[src/rtl/blkd_pkg.sv]
package blkd_pkg;
  typedef enum logic [1:0] {
    ST_VAR1 = 2'b00,
    ST_VAR2 = 2'b01,
    ST_RAW  = 2'b10,
    ST_ZERO = 2'b11
  } blk_state_e;

  typedef enum logic [1:0] {
    PC_ZERO = 2'b00,
    PC_LOW  = 2'b01,
    PC_HALF = 2'b10,
    PC_FULL = 2'b11
  } pat_code_e;
endpackage

[src/rtl/blkd_code_sel.sv]
module blkd_code_sel
  import blkd_pkg::*;
#(
  parameter int N_DW  = 16,
  localparam int HDR_W = 2 * N_DW,
  localparam int IDX_W = $clog2(N_DW)
) (
  input  logic [HDR_W-1:0] hdr_i,
  input  logic [IDX_W-1:0] idx_i,
  input  blk_state_e       state_i,
  output pat_code_e        code_o,
  output logic [1:0]       need_o
);
  logic [HDR_W-1:0] hdr_sh;

  // most significant pair belongs to double-word 0
  assign hdr_sh = hdr_i << {idx_i, 1'b0};

  always_comb begin
    unique case (state_i)
      ST_RAW:  code_o = PC_FULL;
      ST_ZERO: code_o = PC_ZERO;
      default: code_o = pat_code_e'(hdr_sh[HDR_W-1 -: 2]);
    endcase
    unique case (code_o)
      PC_ZERO: need_o = 2'd0;
      PC_FULL: need_o = 2'd2;
      default: need_o = 2'd1;
    endcase
  end
endmodule

[src/rtl/blkd_dw_asm.sv]
module blkd_dw_asm
  import blkd_pkg::*;
#(
  parameter int WORD_W = 32,
  localparam int DW_W = 2 * WORD_W
) (
  input  pat_code_e         code_i,
  input  logic              var2_i,
  input  logic [WORD_W-1:0] w0_i,
  input  logic [WORD_W-1:0] w1_i,
  output logic [DW_W-1:0]   dw_o
);
  always_comb begin
    unique case (code_i)
      PC_ZERO: dw_o = '0;
      PC_LOW:  dw_o = {{WORD_W{1'b0}}, w0_i};
      PC_HALF: dw_o = var2_i ? {w0_i, {WORD_W{1'b0}}} : {w0_i, w0_i};
      default: dw_o = {w0_i, w1_i};
    endcase
  end
endmodule

[src/rtl/blk_decomp.sv]
module blk_decomp
  import blkd_pkg::*;
#(
  parameter int WORD_W     = 32,
  parameter int N_DW       = 16,
  parameter int LOC_W      = 32,
  parameter int ADDR_SHIFT = 3,
  localparam int DW_W   = 2 * WORD_W,
  localparam int HDR_W  = 2 * N_DW,
  localparam int IDX_W  = $clog2(N_DW),
  localparam int ADDR_W = LOC_W + ADDR_SHIFT
) (
  input  logic              clk_i,
  input  logic              rst_ni,
  input  logic              blk_valid_i,
  output logic              blk_ready_o,
  input  logic [1:0]        blk_state_i,
  input  logic [HDR_W-1:0]  blk_hdr_i,
  input  logic [LOC_W-1:0]  blk_loc_i,
  output logic [ADDR_W-1:0] blk_addr_o,
  input  logic              pay_valid_i,
  output logic              pay_ready_o,
  input  logic [WORD_W-1:0] pay_data_i,
  output logic              dw_valid_o,
  input  logic              dw_ready_i,
  output logic [DW_W-1:0]   dw_data_o,
  output logic              dw_last_o
);
  logic              busy_q;
  blk_state_e        state_q;
  logic [HDR_W-1:0]  hdr_q;
  logic [ADDR_W-1:0] addr_q;
  logic [IDX_W-1:0]  idx_q;
  logic [1:0]        got_q;
  logic [WORD_W-1:0] w0_q, w1_q;
  logic              out_v_q;
  logic [DW_W-1:0]   out_q;

  pat_code_e       code;
  logic [1:0]      need;
  logic [DW_W-1:0] dw_asm;
  logic            blk_fire, pay_fire, form, dw_fire, is_last;

  blkd_code_sel #(.N_DW(N_DW)) u_sel (
    .hdr_i   (hdr_q),
    .idx_i   (idx_q),
    .state_i (state_q),
    .code_o  (code),
    .need_o  (need)
  );

  blkd_dw_asm #(.WORD_W(WORD_W)) u_asm (
    .code_i (code),
    .var2_i (state_q == ST_VAR2),
    .w0_i   (w0_q),
    .w1_i   (w1_q),
    .dw_o   (dw_asm)
  );

  assign blk_ready_o = !busy_q;
  assign pay_ready_o = busy_q && !out_v_q && (got_q < need);
  assign blk_fire    = blk_valid_i && blk_ready_o;
  assign pay_fire    = pay_valid_i && pay_ready_o;
  assign form        = busy_q && !out_v_q && (got_q == need);
  assign dw_fire     = out_v_q && dw_ready_i;
  assign is_last     = idx_q == IDX_W'(N_DW - 1);

  assign blk_addr_o = addr_q;
  assign dw_valid_o = out_v_q;
  assign dw_data_o  = out_q;
  assign dw_last_o  = out_v_q && is_last;

  always_ff @(posedge clk_i or negedge rst_ni) begin
    if (!rst_ni) begin
      busy_q  <= 1'b0;
      state_q <= ST_ZERO;
      hdr_q   <= '0;
      addr_q  <= '0;
      idx_q   <= '0;
      got_q   <= '0;
      w0_q    <= '0;
      w1_q    <= '0;
      out_v_q <= 1'b0;
      out_q   <= '0;
    end else begin
      if (blk_fire) begin
        busy_q  <= 1'b1;
        state_q <= blk_state_e'(blk_state_i);
        hdr_q   <= blk_hdr_i;
        addr_q  <= ADDR_W'(blk_loc_i) << ADDR_SHIFT;
        idx_q   <= '0;
        got_q   <= '0;
      end
      if (pay_fire) begin
        if (got_q == 2'd0) w0_q <= pay_data_i;
        else               w1_q <= pay_data_i;
        got_q <= got_q + 2'd1;
      end
      if (form) begin
        out_v_q <= 1'b1;
        out_q   <= dw_asm;
      end
      if (dw_fire) begin
        out_v_q <= 1'b0;
        got_q   <= '0;
        idx_q   <= idx_q + 1'b1;
        if (is_last) busy_q <= 1'b0;
      end
    end
  end
endmodule

[config.mk]
export PLATFORM = sky130hd
export DESIGN_NAME = blk_decomp
export DESIGN_NICKNAME = d
export VERILOG_FILES = /design/src/rtl/blkd_pkg.sv /design/src/rtl/blkd_code_sel.sv /design/src/rtl/blkd_dw_asm.sv /design/src/rtl/blk_decomp.sv
export SDC_FILE = /design/constraint.sdc
export NUM_CORES = 1
export LEC_CHECK = 0
export CAP_MARGIN = 15
export CORE_ASPECT_RATIO = 1.2
export CORE_UTILIZATION = 26
export DETAILED_ROUTE_END_ITERATION = 10
export GPL_ROUTABILITY_DRIVEN = 0
export GPL_TIMING_DRIVEN = 0
export PLACE_DENSITY = 0.48
export SYNTH_ARGS = -nofsm -noshare
export SYNTH_HDL_FRONTEND = slang
export SYNTH_HIERARCHICAL = 1
export SYNTH_SLANG_ARGS = --single-unit
[constraint.sdc]
create_clock -name clk_i -period 7.7 [get_ports clk_i]
set_input_delay 1.54 -clock clk_i [delete_from_list [all_inputs] [get_ports clk_i]]
set_output_delay 1.54 -clock clk_i [all_outputs]
set_load 0.01 [all_outputs]
After elaboration in Yosys (flattened, before gate mapping)
Cells that the tools add are included.
{ "totals": {"inputBits": 103, "regBits": 202, "out_inout_bits": 103, "word_cells": 53} }
{ "classes": {"reduce_logical": 16, "add_sub_neg": 2, "eq_ne": 8, "shift": 1, "muxes": 14, "bitwise_logic": 1, "magnitude_cmp": 1} }
{ "op_table": {"columns": ["cell", "count"], "rows": [
  ["64-bit one-hot mux with 3 select lines", 1],
  ["32-bit 2-to-1 mux", 1],
  ["32-bit by 5-bit left shift with 32-bit output", 1],
  ["2-bit == test (second input constant)", 4],
  ["4-bit 2-to-1 mux", 2],
  ["2-bit one-hot mux with 2 select lines", 2],
  ["1-bit logical AND", 7],
  ["2-bit 2-to-1 mux", 3],
  ["1-bit 2-to-1 mux", 5],
  ["4-bit by 1-bit adder with 4-bit output (second input constant)", 1],
  ["2-bit by 1-bit == test with 1-bit output (second input constant)", 2],
  ["4-bit == test (second input constant)", 1],
  ["2-bit zero test", 2],
  ["2-bit AND reduction", 2],
  ["2-bit nonzero test", 2],
  ["3-bit nonzero test", 1],
  ["2-bit by 1-bit adder with 2-bit output (second input constant)", 1],
  ["2-bit == test", 1],
  ["1-bit zero test", 2],
  ["2-bit < comparator", 1],
  ["1-bit NOT", 1]
]} }

Longest topological paths before layout
Gate-level depths: netlist of run 1.
{ "depth": {"ltp_word": 9, "depth_mapped": 12, "mapped_depth_nobuf": 10} }

Hierarchy
Netlist of run 1, hierarchy kept.
{ "by_module_without_submodules": {"columns": ["mod", "seq_area_each_um2", "cells_each", "area_each_um2", "n_inst"], "rows": [
  ["blk_decomp", 5057.4, 601, 7749.9, 1],
  ["blkd_dw_asm", 0.0, 183, 1066.0, 1],
  ["blkd_code_sel", 0.0, 27, 311.5, 1]
]} }

Worst setup path before layout of run 1
Ideal clock, no wire load.
{ "synth_timing": {"path_kind": "register -> output", "startpoint": "register idx_q[0]", "endpoint": "output port pay_ready_o", "path_stages_with_launch": 11, "path_buffers": 1, "arrival_ns": 2.421, "setup_slack_ns": 3.739, "required_time_ns": 6.160, "cell_sequence": "dfrtp_1 -> buf_6 -> mux4_2 -> mux2i_1 -> o22ai_1 -> o21a_1 -> ha_1 -> inv_1 -> ha_1 -> and2b_1 -> nor3_1"} }
{ "synth_between": {"elab_chain_cells": 6} }
{ "synth_rtl": {"columns": ["element", "line_no", "source"], "rows": [
  ["from (decl)", "blk_decomp.sv:33", "logic [IDX_W-1:0] idx_q;"],
  ["from (signal assigned)", "blk_decomp.sv:106", "idx_q <= idx_q + 1'b1;"],
  ["32-bit by 5-bit left shift with 32-bit output (*)", "blkd_code_sel.sv:17", "assign hdr_sh = hdr_i << {idx_i, 1'b0};"],
  ["2-bit one-hot mux with 2 select lines (*)", "blkd_code_sel.sv:20", "unique case (state_i)"],
  ["net code[0]", "blk_decomp.sv:39", "pat_code_e code;"],
  ["2-bit == test or 2-bit zero test (tied branches)", "blkd_code_sel.sv:25", "unique case (code_o)"],
  ["2-bit one-hot mux with 2 select lines (*)", "blkd_code_sel.sv:25", null],
  ["net need[1]", "blk_decomp.sv:40", "logic [1:0] need;"],
  ["2-bit < comparator (*)", "blk_decomp.sv:61", "assign pay_ready_o = busy_q && !out_v_q && (got_q < need);"],
  ["1-bit logical AND (*)", "blk_decomp.sv:61", null],
  ["to (decl)", "blk_decomp.sv:22", "output logic pay_ready_o,"]
]} }
Mark *: on every way through the listed nets, which the timed path passes. The rest lies on a longest branch.

Final worst setup path of run 1
Same ends and word-level chain as after synthesis.

==> results.md, run 1 <==
- R2R cell count: 12
- Synthesized area: 9130 um^2
- Top post-synthesis cells by count: nand2_1 (233), dfrtp_1 (200), mux2_2 (127)
- Clock Tree Root: clkbuf_16
- Die X-Extent: 173 um
- Area growth syn-to-layout: 37.4%
- Post-Place Worst Slack: 2.76 ns
- First-pass GRT wire length: 42.0 mm
- PD cells: 415 nW/um^2
- Hold crit path type: reg -> reg
- Initial antenna violation count: 2
- Worst hold endpoint: hdr_q[18]
- Library cells used by synthesis: 42
- Clock Path Buffers: 3
- Final Cycle Share: 70.7%
- Clk Latency, worst-skew pair: 0.52 ns
- Cells after Synth: 811
- Area contributors post-synth: dfrtp_1 (55%), mux2_2 (16%), nand2_1 (9.6%)
- Port buffer count: 202
- Gr ovfl total: 0
- Overall Global Routing Usage: 15.1%
- Syn avg cell area: 11.3 um^2
- WL met1: 11.5 mm
- CP required: 6.16 ns
- Seq cells post-synth: 202
- Tot Pwr: 5200 uW
- WP data arrival: 3.90 ns
- Worst setup margin: 2.26 ns
- Avg WL per Cell: 17.7 um
- # IOs: 206
- Vias in the first global route: 6,925
- DR top layer: met5
- Non-filler cells, final: 1,516
- RR Startpoint: idx_q[0]
- Fin. Hold Viols: 0
- Synth warn: 6
- Highest clock rate: 184 MHz
- Pin count of the biggest net entering global routing: 103
- Worst Hold Depth: 2
- Routed wl met2: 13.0 mm
- Setup crit end kind: primary output
- Iteration-0 DRC Markers: 424
- Leakage power: 0.00554 uW
- RSZ-0062 raised after global routing: false
- Fraction of final layout cells sized beyond drive strength 1: 20.5%
- ANT cells: 0
- Normalized max-slew margin: 53.9%
- Post-layout min period: 5.44 ns
- CTS H-tree lvls: 1
- Worst-path fanout max: 8
- Clk_skew: 0.0105 ns
- Fin area: 12,500 um^2
- Top-count cell post-synth: nand2_1
- Placeable Area: 34,400 um^2
- Placed insts: 1,473
- Leading area contributor after synthesis: dfrtp_1
- # Post-CTS Setup Buffers: 0
- Placed instance area: 11,800 um^2
- Max-cap violation count: 0
- Register area share after synthesis: 55.4%
- Nets: 1,151
- # DRC: 0
- Critical path class: reg -> out
- Initial Util: 26.6%
- DP HPWL: 18.7 mm
- FP Rows: 74
- EDFF count, synth: 0
- Antenna-violating nets left: 0
- Status: complete, no violations
- Top cell type's share of synthesized area: 54.8%
- Vias per cell: 4.46
- Least-Margin Pin Slew: 0.692 ns
- Pre-antenna DRT Iters: 4
- Post-CTS sizing: 0
- Clock-pin slew on the worst setup and hold paths: 0.06 ns
- VDD IR max: 0.150 mV
- Max-slew violation count: 0
- Fraction of registers with async set/reset: 100%
- Die area: 35,900 um^2
- Synth Flop Type: dfrtp_1
- Die height: 207 um
- Setup violations, final: 0
- Worst hold margin: 0.469 ns
- CTS Buf Count: 24
- Metal3 WL: 1.67 mm
- CTS sink cnt: 202
- Crit start category: flop
- Hold Buf Count CTS: 0
- Reg2reg setup slack: 3.80 ns
- R2r endpoint: w0_q[5]
- Total wire length: 26.8 mm
- CTS tree: done
- Via count: 6,756
- Hold Crit Start: hdr_q[18]
==> worst max-delay path, cell delays in order (launching register included) <==
cell             delay, ns
dfrtp_1               0.42
buf_6                 0.18
mux4_2                0.51
mux2i_1               0.24
o22ai_1               0.12
o21a_1                0.33
ha_1                  0.27
inv_1                 0.05
ha_1                  0.23
and2b_1               0.24
nor3_1                0.17
clkdlybuf4s50_1       0.61
==> cell families after synthesis <==
kind of cell	count (synthesis)	share of synthesized area (%)
flip-flops	202	55.4
XOR/XNOR	1	0.0960
adder cells (fa/ha/maj)	5	0.685
AO/OA/AOI/OAI	79	5.15
buffers and inverters	64	3.78
multiplexers	143	18.3
other	1	0.0411
AND/OR/NAND/NOR	316	16.5
==> per-stage QoR <==
stage,util (%),TNS (ns)
after CTS,36.5,0
final,36.5,0
after detailed placement,34.3,0
after global routing,36.5,0
after global placement,34.1,-842.88
after floorplan,-,0
==> where the power goes <==
group          switching (uW)  internal [uW]  leakage (uW)
Combinational            1150           1260       0.00267
Clock                     453            642      0.000368
Sequential                246           1460       0.00250
Total                    1850           3360       0.00554
==> registers in the layout, indices dropped and copies added (netlist names) <==
register,cells
dw_data_o,64
blk_addr_o,32
hdr_q,32
w0_q,32
w1_q,32
idx_q,4
got_q,2
state_q,2
busy_q,1
dw_valid_o,1
==> routing by layer <==
layer	GRT usage, %	up-vias
met4	4.33	4
met5	0	-
met1	19.1	3295
met3	3.46	39
li1	-	3216
met2	25.8	202
==> cell type report <==
class | count | area (um^2)
buffer | 58 | 323
clock buffer | 37 | 721
clock inverter | 6 | 35.0
fill | 3439 | 21800
inverter | 6 | 22.5
multi-input combinational | 547 | 3730
sequential | 202 | 5060
tap | 456 | 571
timing repair buffer | 204 | 2080
==> worst max path at each step <==
stage              from             end  slack (ns)  cells after the start
5_1_grt        idx_q[0]     pay_ready_o        2.04                     11
3_5_place_dp   idx_q[0]     pay_ready_o        2.76                     11
3_3_place_gp     rst_ni  blk_addr_o[33]       -4.22                      1
6_report       idx_q[0]     pay_ready_o        2.26                     11
4_1_cts        idx_q[0]     pay_ready_o        2.16                     11
2_1_floorplan  idx_q[0]     pay_ready_o        3.74                     10
==> cell usage in the layout, fill, tap and decap left out, types with 3 or more instances in the layout <==
cell,synthesis,layout
a21oi_1,33,33
a31oi_1,32,32
and2_1,32,32
buf_1,3,3
buf_2,24,24
buf_4,3,3
buf_6,8,8
clkbuf_1,17,24
clkbuf_16,0,25
clkbuf_2,3,3
clkbuf_8,0,5
clkdlybuf4s50_1,0,201
clkinv_2,0,4
conb_1,1,3
dfrtp_1,200,200
ha_1,5,5
inv_1,6,6
mux2_1,4,4
mux2_2,127,127
mux2i_1,6,6
mux4_2,6,6
nand2_1,233,233
nand3_1,4,4
o2bb2ai_1,3,3
or3b_1,30,30
Note: power is estimated with default switching activity, not from simulation.
==> inputs of run 2 (changes only) <==
- clock period: 7.7 -> 5.7 ns (I/O delays scaled with it)
==> results of run 2 <==
Same layout as run 1 (identical final DEF). Status: complete, no violations.
Main changes from that run: setup slack after placement 2.76 ns -> 1.16 ns; setup slack after layout 2.26 ns -> 0.660 ns; register-to-register setup slack 3.80 ns -> 1.80 ns; total power 5200 uW -> 7030 uW; worst IR drop on VDD 0.150 mV -> 0.203 mV
==> inputs of run 3 (changes only) <==
- CAP_MARGIN: 15 -> unset
==> results of run 3 <==
Same layout as run 1 (identical final DEF). Status: complete, no violations.
Main changes from that run: setup slack after placement 2.76 ns -> 1.16 ns; setup slack after layout 2.26 ns -> 0.660 ns; register-to-register setup slack 3.80 ns -> 1.80 ns; total power 5200 uW -> 7030 uW; worst IR drop on VDD 0.150 mV -> 0.203 mV
